<file path="src/rtl/cbt_pkg.sv">
// Shared types for the CAN bit timing generator.
package cbt_pkg;
    // Segment encoding seen on the segment output.
    typedef enum logic [1:0] {
        SEG_SYNC = 2'd0,
        SEG_PROP = 2'd1,
        SEG_PH1  = 2'd2,
        SEG_PH2  = 2'd3
    } seg_t;
endpackage

</file>
<file path="src/rtl/cbt_prescaler.sv">
// Quantum divider: emits a one-cycle tick every div_m1+1 clocks.
// Assumes div_m1 is stable while en is high; the count is cleared while en is low.
module cbt_prescaler #(
    parameter int BRP_W = 7
) (
    input  logic             clk,
    input  logic             rst_n,
    input  logic             en,
    input  logic [BRP_W-1:0] div_m1,
    output logic             tick
);
    logic [BRP_W-1:0] cnt;

    assign tick = en && (cnt == div_m1);

    // Count clocks within the current quantum.
    always_ff @(posedge clk) begin
        if (!rst_n || !en)
            cnt <= '0;
        else if (cnt == div_m1)
            cnt <= '0;
        else
            cnt <= cnt + 1'b1;
    end
endmodule

</file>
<file path="src/rtl/cbt_edge_det.sv">
// Falling-edge detector sampled once per quantum.
// Assumes rx is already synchronised to clk; the previous level resets to recessive.
module cbt_edge_det (
    input  logic clk,
    input  logic rst_n,
    input  logic en,
    input  logic tick,
    input  logic rx,
    output logic fall
);
    logic prev_rx;

    assign fall = tick && prev_rx && !rx;

    // Remember the bus level at the previous quantum boundary.
    always_ff @(posedge clk) begin
        if (!rst_n || !en)
            prev_rx <= 1'b1;
        else if (tick)
            prev_rx <= rx;
    end
endmodule

</file>
<file path="src/rtl/cbt_idle_mon.sv">
// Bus idle tracker: idle after enable, cleared by hard sync, set again
// after IDLE_BITS consecutive recessive samples.
// Assumes sample is a one-cycle strobe at the sample point.
module cbt_idle_mon #(
    parameter int IDLE_BITS = 11
) (
    input  logic clk,
    input  logic rst_n,
    input  logic en,
    input  logic sample,
    input  logic rx,
    input  logic hsync,
    output logic idle
);
    localparam int CW = $clog2(IDLE_BITS + 1);
    logic [CW-1:0] rec_cnt;

    // Count recessive samples in a row and flag bus idle.
    always_ff @(posedge clk) begin
        if (!rst_n || !en) begin
            idle    <= 1'b1;
            rec_cnt <= '0;
        end else if (hsync) begin
            idle    <= 1'b0;
            rec_cnt <= '0;
        end else if (sample) begin
            if (!rx)
                rec_cnt <= '0;
            else if (rec_cnt == CW'(IDLE_BITS - 1))
                idle <= 1'b1;
            else
                rec_cnt <= rec_cnt + 1'b1;
        end
    end
endmodule

</file>
<file path="src/rtl/cbt_sequencer.sv">
// Segment sequencer: walks sync, propagation, phase 1 and phase 2 one quantum
// at a time, and applies hard sync and jump-width limited resynchronisation.
// Assumes the configuration is valid and stable while en is high.
module cbt_sequencer
    import cbt_pkg::*;
#(
    parameter int SEG_W = 3,
    parameter int SJW_W = 2
) (
    input  logic             clk,
    input  logic             rst_n,
    input  logic             en,
    input  logic             tick,
    input  logic             fall,
    input  logic             idle,
    input  logic [SEG_W-1:0] cfg_prop,
    input  logic [SEG_W-1:0] cfg_ph1,
    input  logic [SEG_W-1:0] cfg_ph2,
    input  logic [SJW_W-1:0] cfg_sjw,
    output seg_t             seg,
    output logic             hsync,
    output logic             sample_now,
    output logic             bit_now
);
    localparam int LEN_W = SEG_W + 2;

    logic [LEN_W-1:0] qcnt, ext, cut;
    logic             synced;
    logic [LEN_W-1:0] prop_len, ph1_len, ph2_len, sjw_len;
    logic [LEN_W-1:0] pos_late, ext_add, ph1_eff, ph2_eff, err_early, cut_add;
    logic             edge_q, resync_ok, early_end, seg_last;
    seg_t             seg_next;

    // Decode lengths, phase errors and the end of the current segment.
    always_comb begin
        prop_len  = LEN_W'(cfg_prop) + LEN_W'(1);
        ph1_len   = LEN_W'(cfg_ph1) + LEN_W'(1);
        ph2_len   = LEN_W'(cfg_ph2) + LEN_W'(1);
        sjw_len   = LEN_W'(cfg_sjw) + LEN_W'(1);
        edge_q    = tick && fall;
        hsync     = edge_q && idle;
        resync_ok = edge_q && !idle && !synced && (seg != SEG_SYNC);
        pos_late  = (seg == SEG_PROP) ? qcnt + LEN_W'(1) : prop_len + qcnt + LEN_W'(1);
        ext_add   = '0;
        if (resync_ok && (seg == SEG_PROP || seg == SEG_PH1))
            ext_add = (pos_late < sjw_len) ? pos_late : sjw_len;
        ph1_eff   = ph1_len + ext + ext_add;
        ph2_eff   = ph2_len - cut;
        err_early = ph2_eff - qcnt;
        early_end = resync_ok && (seg == SEG_PH2) && (err_early <= sjw_len);
        cut_add   = (resync_ok && (seg == SEG_PH2) && !early_end) ? sjw_len : '0;
        case (seg)
            SEG_SYNC: begin seg_last = 1'b1;                          seg_next = SEG_PROP; end
            SEG_PROP: begin seg_last = (qcnt == prop_len - 1'b1);     seg_next = SEG_PH1;  end
            SEG_PH1:  begin seg_last = (qcnt == ph1_eff - 1'b1);      seg_next = SEG_PH2;  end
            default:  begin seg_last = (qcnt == ph2_eff - cut_add - 1'b1); seg_next = SEG_SYNC; end
        endcase
        bit_now    = tick && (hsync || early_end || seg == SEG_SYNC);
        sample_now = tick && !hsync && (seg == SEG_PH1) && seg_last;
    end

    // Advance the segment state once per quantum.
    always_ff @(posedge clk) begin
        if (!rst_n || !en) begin
            seg    <= SEG_SYNC;
            qcnt   <= '0;
            ext    <= '0;
            cut    <= '0;
            synced <= 1'b0;
        end else if (tick) begin
            if (bit_now) begin
                seg    <= SEG_PROP;
                qcnt   <= '0;
                ext    <= '0;
                cut    <= '0;
                synced <= 1'b0;
            end else begin
                ext <= ext + ext_add;
                cut <= cut + cut_add;
                if (resync_ok)
                    synced <= 1'b1;
                if (seg_last) begin
                    seg  <= seg_next;
                    qcnt <= '0;
                end else begin
                    qcnt <= qcnt + 1'b1;
                end
            end
        end
    end
endmodule

</file>
<file path="src/rtl/can_bit_timer.sv">
// CAN bit timing generator top: quantum divider, edge detector, idle tracker
// and segment sequencer, with registered strobes.
// Assumes rx is synchronised to clk and the configuration changes only while en is low.
module can_bit_timer
    import cbt_pkg::*;
#(
    parameter int BRP_W     = 7,
    parameter int SEG_W     = 3,
    parameter int SJW_W     = 2,
    parameter int IDLE_BITS = 11
) (
    input  logic             clk,
    input  logic             rst_n,
    input  logic             en,
    input  logic             rx,
    input  logic [BRP_W-1:0] cfg_brp,
    input  logic [SEG_W-1:0] cfg_prop,
    input  logic [SEG_W-1:0] cfg_ph1,
    input  logic [SEG_W-1:0] cfg_ph2,
    input  logic [SJW_W-1:0] cfg_sjw,
    output logic             sample_pulse,
    output logic             sample_bit,
    output logic             bit_start,
    output logic [1:0]       segment
);
    logic tick, fall, idle, hsync, sample_now, bit_now;
    seg_t seg;

    assign segment = seg;

    cbt_prescaler #(.BRP_W(BRP_W)) u_presc (
        .clk(clk), .rst_n(rst_n), .en(en), .div_m1(cfg_brp), .tick(tick)
    );

    cbt_edge_det u_edge (
        .clk(clk), .rst_n(rst_n), .en(en), .tick(tick), .rx(rx), .fall(fall)
    );

    cbt_idle_mon #(.IDLE_BITS(IDLE_BITS)) u_idle (
        .clk(clk), .rst_n(rst_n), .en(en), .sample(sample_now), .rx(rx),
        .hsync(hsync), .idle(idle)
    );

    cbt_sequencer #(.SEG_W(SEG_W), .SJW_W(SJW_W)) u_seq (
        .clk(clk), .rst_n(rst_n), .en(en), .tick(tick), .fall(fall), .idle(idle),
        .cfg_prop(cfg_prop), .cfg_ph1(cfg_ph1), .cfg_ph2(cfg_ph2), .cfg_sjw(cfg_sjw),
        .seg(seg), .hsync(hsync), .sample_now(sample_now), .bit_now(bit_now)
    );

    // Register the strobes and capture the bus level at the sample point.
    always_ff @(posedge clk) begin
        if (!rst_n || !en) begin
            sample_pulse <= 1'b0;
            bit_start    <= 1'b0;
            sample_bit   <= 1'b0;
        end else begin
            sample_pulse <= sample_now;
            bit_start    <= bit_now;
            if (sample_now)
                sample_bit <= rx;
        end
    end
endmodule

</file>
<file path="config.mk">
export PLATFORM = sky130hd
export DESIGN_NAME = can_bit_timer
export DESIGN_NICKNAME = d
export VERILOG_FILES = /design/src/rtl/cbt_pkg.sv /design/src/rtl/cbt_prescaler.sv /design/src/rtl/cbt_edge_det.sv /design/src/rtl/cbt_idle_mon.sv /design/src/rtl/cbt_sequencer.sv /design/src/rtl/can_bit_timer.sv
export SDC_FILE = /design/constraint.sdc
export NUM_CORES = 1
export LEC_CHECK = 0
export BUFFER_PORTS_ARGS = -buffer_cell sky130_fd_sc_hd__buf_2
export CAP_MARGIN = 0
export CELL_PAD_IN_SITES_DETAIL_PLACEMENT = 1
export CELL_PAD_IN_SITES_GLOBAL_PLACEMENT = 1
export CORE_ASPECT_RATIO = 0.9
export CORE_UTILIZATION = 35
export DETAILED_ROUTE_END_ITERATION = 6
export GPL_ROUTABILITY_DRIVEN = 0
export GPL_TIMING_DRIVEN = 0
export PLACE_DENSITY_LB_ADDON = 0.3
export SYNTH_ARGS = -nofsm -noshare
export SYNTH_HDL_FRONTEND = slang
export SYNTH_SLANG_ARGS = --single-unit
</file>
<file path="constraint.sdc">
create_clock -name clk -period 16.1 [get_ports clk]
set_input_delay 3.22 -clock clk [delete_from_list [all_inputs] [get_ports clk]]
set_output_delay 3.22 -clock clk [all_outputs]
set_load 0.02 [all_outputs]
</file>
After elaboration in Yosys (flattened, before gate mapping)
Index checks and enable logic that the tools add are counted.
- add/subtract/negate cells: 19
- $mul: 0
- div/mod/pow operators: 0
- magnitude comparators: 2
- equality and inequality tests: 9
- shifts and indexed selects: 0
- muxes and demuxes: 20
- bitwise operators: 0
- reductions and logical operators: 40
- operator list (cell ; number):
    $mux 5 ; 8
    $add 5x5->5 ; 5
    $logic_and 1x1->1 ; 16
    $eq 5x5->1 ; 3
    $sub 5x1->5 const B ; 3
    $sub 5x5->5 ; 3
    $add 3x1->4 const B ; 3
    $reduce_bool 2->1 ; 6
    $add 5x1->5 const B ; 2
    $mux 4 ; 2
    $add 7x1->7 const B ; 1
    $eq 7x7->1 ; 1
    $logic_not 1->1 ; 7
    $mux 1 ; 6
    $pmux 2 s3 ; 1
    $reduce_and 2->1 ; 3
    $le 5x5->1 ; 1
    $lt 5x5->1 ; 1
    $add 4x1->4 const B ; 1
    $eq 2x2->1 const B ; 2
    $eq 4x4->1 const B ; 1
    $logic_or 1x1->1 ; 4
    $mux 2 ; 2
    $reduce_or 2->1 ; 2
    6 further kinds ; 6
- bits in registers: 34
- bits in latches: 0
- memory bits (writable): 0
- ROM bits: 0
- output and inout bits: 5
- memories: 0

Longest topological paths before layout
Gate-level depths: netlist of run 1.
- depth in word-level cells: 20
- gate-level depth with buffers: 26
- mapped depth without buffers: 25

Hierarchy
A second synthesis of run 1 with hierarchy kept.
- cell total of the unflattened synthesis: 393
- area, all modules: 3298.2 um2
- by module, submodules not included (module ; times used ; cells an instance ; area each (um2)):
    cbt_sequencer ; 1 ; 308 ; 2474.9
    cbt_prescaler ; 1 ; 42 ; 417.9
    cbt_idle_mon ; 1 ; 31 ; 269.0
    can_bit_timer ; 1 ; 8 ; 91.3
    cbt_edge_det ; 1 ; 4 ; 45.0

Worst setup path before layout of run 1
OpenSTA, ideal clock, no wires.
- path type: input to register
- from: in cfg_prop[0]
- to: reg u_seq.seg[0]
- arrival time: 8.766 ns
- required time: 16.039 ns
- path slack: 7.274 ns
- cell stages on the path: 24
- cells stage by stage: ha_1 > fa_1 > mux2_2 > ha_1 > o21a_1 > o21ai_0 > nand2_1 > nor3_1 > mux2i_1 > or2_2 > ha_1 > fa_1 > inv_1 > ha_1 > fa_1 > a22oi_1 > xnor2_1 > a41oi_1 > mux2i_1 > inv_1 > or4_1 > clkbuf_1 > a21oi_2 > o221a_1
- longest elaborated chain between the ends: 13
- ends and longest elaborated chain (element ; line ; RTL):
    start, declared ; can_bit_timer.sv:17 ; input logic [SEG_W-1:0] cfg_prop,
    $add 3x1->4 * ; cbt_sequencer.sv:36 ; prop_len = LEN_W'(cfg_prop) + LEN_W'(1);
    $add 5x5->5 ; cbt_sequencer.sv:43 ; pos_late = (seg == SEG_PROP) ? qcnt + LEN_W'(1) : prop_len + qcnt + LEN_W'(1);
    $add 5x1->5 ; cbt_sequencer.sv:43 ;
    $mux 5 ; cbt_sequencer.sv:43 ;
    $lt 5x5->1 ; cbt_sequencer.sv:46 ; ext_add = (pos_late < sjw_len) ? pos_late : sjw_len;
    $mux 5 ; cbt_sequencer.sv:46 ;
    $mux 5 ; cbt_sequencer.sv:45 ; if (resync_ok && (seg == SEG_PROP || seg == SEG_PH1))
    $add 5x5->5 ; cbt_sequencer.sv:47 ; ph1_eff = ph1_len + ext + ext_add;
    $sub 5x1->5 ; cbt_sequencer.sv:55 ; SEG_PH1: begin seg_last = (qcnt == ph1_eff - 1'b1); seg_next = SEG_PH2; end
    $eq 5x5->1 ; cbt_sequencer.sv:55 ;
    $pmux 1 s3 * ; cbt_sequencer.sv:52 ; case (seg)
    $reduce_bool 2->1 (no source line) * ; -- ;
    $reduce_and 2->1 (no source line) * ; -- ;
    end signal, assigned ; cbt_sequencer.sv:83 ; seg <= seg_next;
    end, declared ; cbt_sequencer.sv:20 ; output seg_t seg,
Every way passes the cells marked *; elsewhere a longest branch is shown, timed or not.
A chain may end at the register's enable or synchronous reset.

Worst setup path in the final report of run 1
Same ends and word-level chain as after synthesis.

==> impl_metrics.tcl, run 1 <==
set metrics [dict create \
    status "complete, no violations" \
    max_stage_delay_ns 0.53 \
    clkPwrFrac_pct 28.7 \
    fin_tns_setup_ns 0 \
    p_int_uw 143 \
    drive_gt1_share_pct 14.7 \
    worstSetupPathType "primary input to register" \
    port_buffers 25 \
    fmaxAchievable_mhz 105 \
    grt.total_usage_pct 18.1 \
    min_path_cells 2 \
    fin_nets 510 \
    crit_family "adder cells" \
    rows 34 \
    worstHoldPathType "register to register" \
    ant_nets 0 \
    rsz0062_at_grt "no" \
    synth_nets 478 \
    postCtsSetupRepairBufs 0 \
    dr.pass1.iters 4 \
    seq_area_frac_synth_pct 19.6 \
    syn2layout_area_growth_pct 10.3 \
    avgSynthCellArea_um2 8.74 \
    vias 2891 \
    post_cts_resized 0 \
    critPathBufInv 4 \
    layoutNonFillerInstCount 556 \
    hold_ws_ns 0.473 \
    hold_buffers 0 \
    utilization_pct 39.8 \
    timing.final.crit_share_pct 59.3 \
    synth.distinct_cells 63 \
    fin_ws_ns 6.55 \
    cts_inserted_buffers 5 \
    yosys.area.top_type_share_pct 19.6 \
    grt_pass1_wl_mm 14.7 \
    yosys_warnings 0 \
    slowest_stage "or4_1" \
    synth_top_area_cell "dfxtp_1" \
    finalHoldViolCount 0 \
    ys.flop_type "dfxtp_1" \
    p_switching_uw 65.8 \
    async_flop_share_pct 0 \
    postLayoutCellArea_um2 3840 \
    synth-edff-count 0 \
    num_antenna_cells 0 \
    grtUsageMet3_pct 2.28 \
    power_density_nw_per_um2 54.4 \
    path_depth 25 \
    clk_latency_ns 0.28 \
    end_kind "register" \
    die-area_um2 10300 \
    maxSlewViolCount 0 \
    period_minus_slack_ns 9.55 \
    antenna_found_initial 0 \
    crit_arrival_ns 9.77 \
    ys_ff_latch 34 \
    wl_per_cell_um 15.9 \
    busiest_layer "met2" \
    clockBufferDepth 2 \
    synthTopCellsByArea "dfxtp_1, ha_1, xnor2_1" \
    drc_errors 0 \
    via_per_inst 5.20 \
    cp.required_ns 16.33 \
    fp.dieW_um 107 \
    netlist_area_um2 3480 \
    placed_area_um2 3760 \
    placed_cells 549 \
    seqPwrFrac_pct 40.6 \
    max-slew-margin-rel_pct 52.2 \
    place_hpwl_mm 7.30 \
    grt_max_degree 11 \
    wl_mm 8.85 \
    grt_pass1_vias 3026 \
    cts_max_level 2 \
    netSwitchingFraction_pct 31.5 \
    clkTransAtPathRegs_ns 0.07 \
    synthCells 398 \
    start_util_pct 36.0 \
    first_iter_violations 93 \
    grt_remaining_overflow 0 \
    power_frac_comb_pct 30.7 \
    critPathMaxFanout 8 \
    cts.sinks 34 \
    ff2ff_path_depth 26 \
    cts-root-buf "clkbuf_8" \
    ioPinCount 27 \
    final.setup_skew_ns 0.00451 \
    die_h_um 96.6 \
    tightest_slew_ns 0.711 \
    max-cap-violations 0 \
    grtUsageMet1_pct 24.1 \
    power_uw 209 \
    pre_cts_ws_ns 6.26 \
    cts_tree "yes" \
    core_um2 9660 \
    grtUsageMet2_pct 31.3 \
    cpMostUsedCell "ha_1" \
    leakagePower_nw 1.65 \
    peakVddDrop_v 0.0000346 \
    start_kind "primary input" \
    setup_viol 0 \
]
==> cell usage in the layout (no fill, tap or decap), types with 3 or more instances in the layout <==
master and instances:
nand3_1 14, and3_1 4, xnor3_1 3, buf_2 26
nor2_1 24, nand4b_1 3, xnor2_1 27, nor2b_1 4
a21oi_1 17, a21oi_2 6, a22oi_1 3, nor2_2 5
mux2i_1 10, o211ai_1 4, nand2b_1 4, o21ai_0 7
dfxtp_1 34, ha_1 48, nand2_1 33, fa_1 10
a31oi_1 3, nor4_1 5, clkbuf_8 7, a21o_1 9
nand4_1 8, inv_1 39, xor2_1 15, nor3_1 3
clkbuf_1 9, mux2_2 3
==> per-layer routing <==
layer / wire length [um] / share of wire (%) / vias to the layer above
met5: 0 / 0 / -
met4: 116 / 1.3 / 0
met1: 4410 / 50 / 1404
met2: 4130 / 47 / 40
li1: - / - / 1439
met3: 190 / 2.1 / 8
==> cells by family (layout without fill, tap and decap cells) <==
logic type               count (synthesis)  after routing  synth area share [%]
buffers and inverters                   54             86                  7.30
multiplexers                            13             13                  3.85
AND/OR/NAND/NOR                        122            122                  18.3
XOR/XNOR                                46             46                  13.0
adder cells (fa/ha/maj)                 58             58                  23.0
other                                    2              2                 0.216
AO/OA/AOI/OAI                           69             69                  14.7
flip-flops                              34             34                  19.6
==> worst min-delay path, cell delays in order (launching register included) <==
cell and delay, ns:
dfxtp_1 0.32, mux2i_1 0.06, nand2_1 0.06
==> flip-flops by register name, indices dropped and copies added, names as in the netlist <==
name            count
u_idle.idle         1
sample_bit          1
u_presc.cnt         7
u_seq.qcnt          5
u_edge.prev_rx      1
u_seq.cut           5
u_seq.seg           2
u_seq.synced        1
u_idle.rec_cnt      4
u_seq.ext           5
sample_pulse        1
bit_start           1
==> path summary, 6_finish.rpt <==
kind | start | endpoint | slack [ns]
min reg2reg | u_edge.prev_rx | u_edge.prev_rx | 0.47
max | cfg_prop[0] | u_seq.seg[0] | 6.55
max reg2reg | u_seq.qcnt[0] | u_seq.seg[0] | 9.23
min | u_edge.prev_rx | u_edge.prev_rx | 0.47
==> cell usage after synthesis (6+ instances only) <==
cell type	count
a21oi_2	6
dfxtp_1	34
ha_1	48
fa_1	10
nand3_1	14
o21ai_0	7
nor2_1	24
a21oi_1	17
xnor2_1	27
nand2_1	33
clkbuf_1	7
mux2i_1	10
inv_1	39
nand4_1	8
a21o_1	9
xor2_1	15
==> power by group through the flow <==
| stage | Combinational [mW] | Sequential (mW) | Clock, mW |
|---|---|---|---|
| floorplan | 0.0469 | 0.0865 | 0 |
| detailed placement | 0.0649 | 0.0866 | 0 |
| global placement | 0.0612 | 0.0866 | 0 |
| finish | 0.0641 | 0.0847 | 0.0600 |
| global route | 0.0717 | 0.0847 | 0.0659 |
| CTS | 0.0653 | 0.0847 | 0.0629 |
==> final cells by class <==
class                   instances  area [um^2]
well taps                     126          158
clock buffers                   7         76.3
repair buffers                 25          125
fillers                      1172         5820
plain buffers                  15          108
flip-flops and latches         34          681
inverters                      39          146
multi-input cells             310         2540
Power figures use the tool's default switching activity.
==> run 2: changes to the inputs <==
ABC_AREA = 1   (was default)
clock period = 9.3 ns   (was 16.1 ns; I/O delays follow)
==> run 2 against run 1 <==
  * Sequential power is 74% higher
  * Via count grew 15%
  * Die area is 0.96% higher
  * Routed wire length up 4.8%
  * Synthesized cell count up 29%
  * Clock power grew to 2.8 times the previous value
  * First-iteration DRC count up 4.3%
  * Total power increased by 100%
  * Clock skew grew 0.0015 ns
  * Flip-flop and latch count unchanged
  * Cell count rose by 21%
  * Critical endpoint is now u_idle.rec_cnt[0]
==> impl_metrics.tcl, run 2 <==
set metrics [dict create \
    yosys-top-cells-count "nand2_1, inv_1, ha_1, nor2_1, nand3_1" \
    hold_buffers 0 \
    final_common_cell "nand2_1" \
    fin_nets 626 \
    cts_max_level 2 \
    first_iter_violations 97 \
    period_minus_slack_ns 7.25 \
    reg2reg_to "u_idle.rec_cnt[0]" \
    yosys.area.top_type_share_pct 19.4 \
    clockBufferDepth 2 \
    critPathMaxFanout 10 \
    wl_per_cell_um 13.8 \
    top_register "u_presc.cnt" \
    min_path_cells 2 \
    ant_nets 0 \
    critPathBufInv 4 \
    cts.sinks 34 \
    seq_area_frac_synth_pct 19.4 \
    port_buffers 26 \
    start_kind "primary input" \
    postCtsSetupRepairBufs 0 \
    cts-root-buf "clkbuf_8" \
    maxSlewViolCount 0 \
    dr.pass1.iters 4 \
    clkTransAtPathRegs_ns 0.08 \
    utilization_pct 40.6 \
    cp.required_ns 9.48 \
    synthTopCellsByArea "dfxtp_1, ha_1, nand2_1" \
    drive_gt1_share_pct 11.9 \
    setup_viol 0 \
    dr_wl_met2_mm 4.50 \
    synthCells 513 \
    grt.total_usage_pct 18.9 \
    power_uw 422 \
    worstSetupPathType "primary input to register" \
    synth_top_area_cell "dfxtp_1" \
    max-cap-violations 0 \
    leakagePower_nw 1.89 \
    finalHoldViolCount 0 \
    largest_reg_flops 7 \
    peakVddDrop_v 0.0000658 \
    path_depth 33 \
    synth_nets 593 \
    min_delay_worst_endpoint "u_seq.synced" \
    async_flop_share_pct 0 \
    final.setup_skew_ns 0.00602 \
    cpMostUsedCell "nand2_1" \
    rows 34 \
    fmaxAchievable_mhz 138 \
    avgSynthCellArea_um2 6.85 \
    hp-start "u_seq.synced" \
    worstHoldPathType "register to register" \
    ys.flop_type "dfxtp_1" \
    vias 3337 \
    met3_wirelength_um 245 \
    end_kind "register" \
    fp.dieW_um 108 \
    max-slew-margin-rel_pct 66.7 \
    final_cell_mix "nand2_1, inv_1, nor2_1, ha_1, nand3_1" \
    status "complete, no violations" \
    ioPinCount 27 \
    die-area_um2 10400 \
    wl_mm 9.27 \
    grt_max_degree 13 \
    final.fill_count 1281 \
    crit_family "adder cells" \
    antenna_found_initial 0 \
    synth-edff-count 0 \
    routed.top_layer "met4" \
    crit_arrival_ns 7.42 \
    cts_tree "yes" \
    fin_tns_setup_ns 0 \
    start_util_pct 36.2 \
    timing.rr.start "u_seq.qcnt[0]" \
    power_density_nw_per_um2 107 \
    timing.final.crit_share_pct 77.9 \
    wl_met1_mm 4.47 \
    core_um2 9700 \
    ff2ff_path_depth 34 \
    post_cts_resized 0 \
    netlist_area_um2 3510 \
    die_h_um 97.1 \
    clk_latency_ns 0.29 \
    ys_ff_latch 34 \
    yosys_warnings 0 \
    max_stage_delay_ns 0.51 \
    num_antenna_cells 0 \
    grt_pass1_vias 3386 \
    via_per_inst 4.96 \
    tightest_slew_ns 0.498 \
    synth_most_common_cell "nand2_1" \
    drc_errors 0 \
    synth.distinct_cells 42 \
    place_hpwl_mm 7.76 \
    slowest_stage "fa_1" \
    rsz0062_at_grt "no" \
    syn2layout_area_growth_pct 12.1 \
    grt_remaining_overflow 0 \
    ff2ff_setup_slack_ns 3.40 \
    cts_inserted_buffers 5 \
    grt_pass1_wl_mm 15.8 \
]
==> run 2: changes by cell type after synthesis, moves of 5 or more <==
cell      previous run  this run
a21oi_1             17        37
nor2_1              24        48
mux2i_1             10         0
nand3_1             14        40
a21o_1               9         0
clkbuf_1             7         1
nand2_2              0         5
xnor2_1             27        14
inv_2                0        10
a21oi_2              6         0
inv_1               39        76
nand2_1             33       118
==> run 2: power by group <==
group / switching (mW) / internal (mW)
clock: 0.0613 / 0.107
combinational: 0.0644 / 0.0420
sequential: 0.000798 / 0.146
total: 0.127 / 0.295
==> run 2: cells by family after synthesis <==
kind of cell               Yosys count  synth area share [%]
xor gates and xnor gates            26                  6.48
adders and majority gates           58                  22.8
other                                2                 0.214
DFF                                 34                  19.4
and+or+nand+nor                    244                  31.8
buffers and inverters               92                  10.3
AOI/OAI and AO/OA                   57                  9.08
==> run 2: area by class of cell <==
class | instances | area (um^2) | area share, %
inverter | 88 | 335 | 8.51
buffer | 4 | 25.0 | 0.635
tap | 126 | 158 | 4.00
clock buffer | 5 | 68.8 | 1.75
timing repair buffer | 26 | 130 | 3.30
sequential | 34 | 681 | 17.3
multi-input combinational | 387 | 2470 | 62.8
clock inverter | 3 | 68.8 | 1.75
==> run 2: how the worst max path moves through the flow <==
stage | startpoint | endpoint | slack [ns]
after global routing | cfg_prop[0] | u_idle.rec_cnt[1] | 1.51
final | cfg_prop[0] | u_idle.rec_cnt[0] | 2.05
after CTS | cfg_prop[0] | u_idle.rec_cnt[3] | 2.00
after detailed placement | cfg_prop[0] | u_idle.rec_cnt[2] | 1.72
after floorplan | cfg_prop[0] | u_idle.rec_cnt[0] | 2.59
after global placement | cfg_prop[0] | u_idle.rec_cnt[1] | 1.79
==> run 2: tightest hold or removal path, cell delays in order, from the launching register on <==
cell and delay [ns]:
dfxtp_1 0.33, inv_1 0.05, a21oi_1 0.05
==> run 2: per-stage QoR <==
stage               instance area (um^2)  std cells  setup slack (ns)  hold WS (ns)
floorplan                           3510        513              2.59         0.423
global placement                    3800        665              1.79         0.449
detailed placement                  3800        665              1.72         0.462
CTS                                 3940        673              2.00         0.483
global route                        3940        673              1.51         0.491
finish                              3940        673              2.05         0.480
==> run 2: per-layer routing <==
metal | vias up | global-route usage, %
li1 | 1710 | -
met5 | - | 0
met4 | 0 | 2.42
met2 | 33 | 33.2
met1 | 1587 | 25.1
met3 | 7 | 2.55
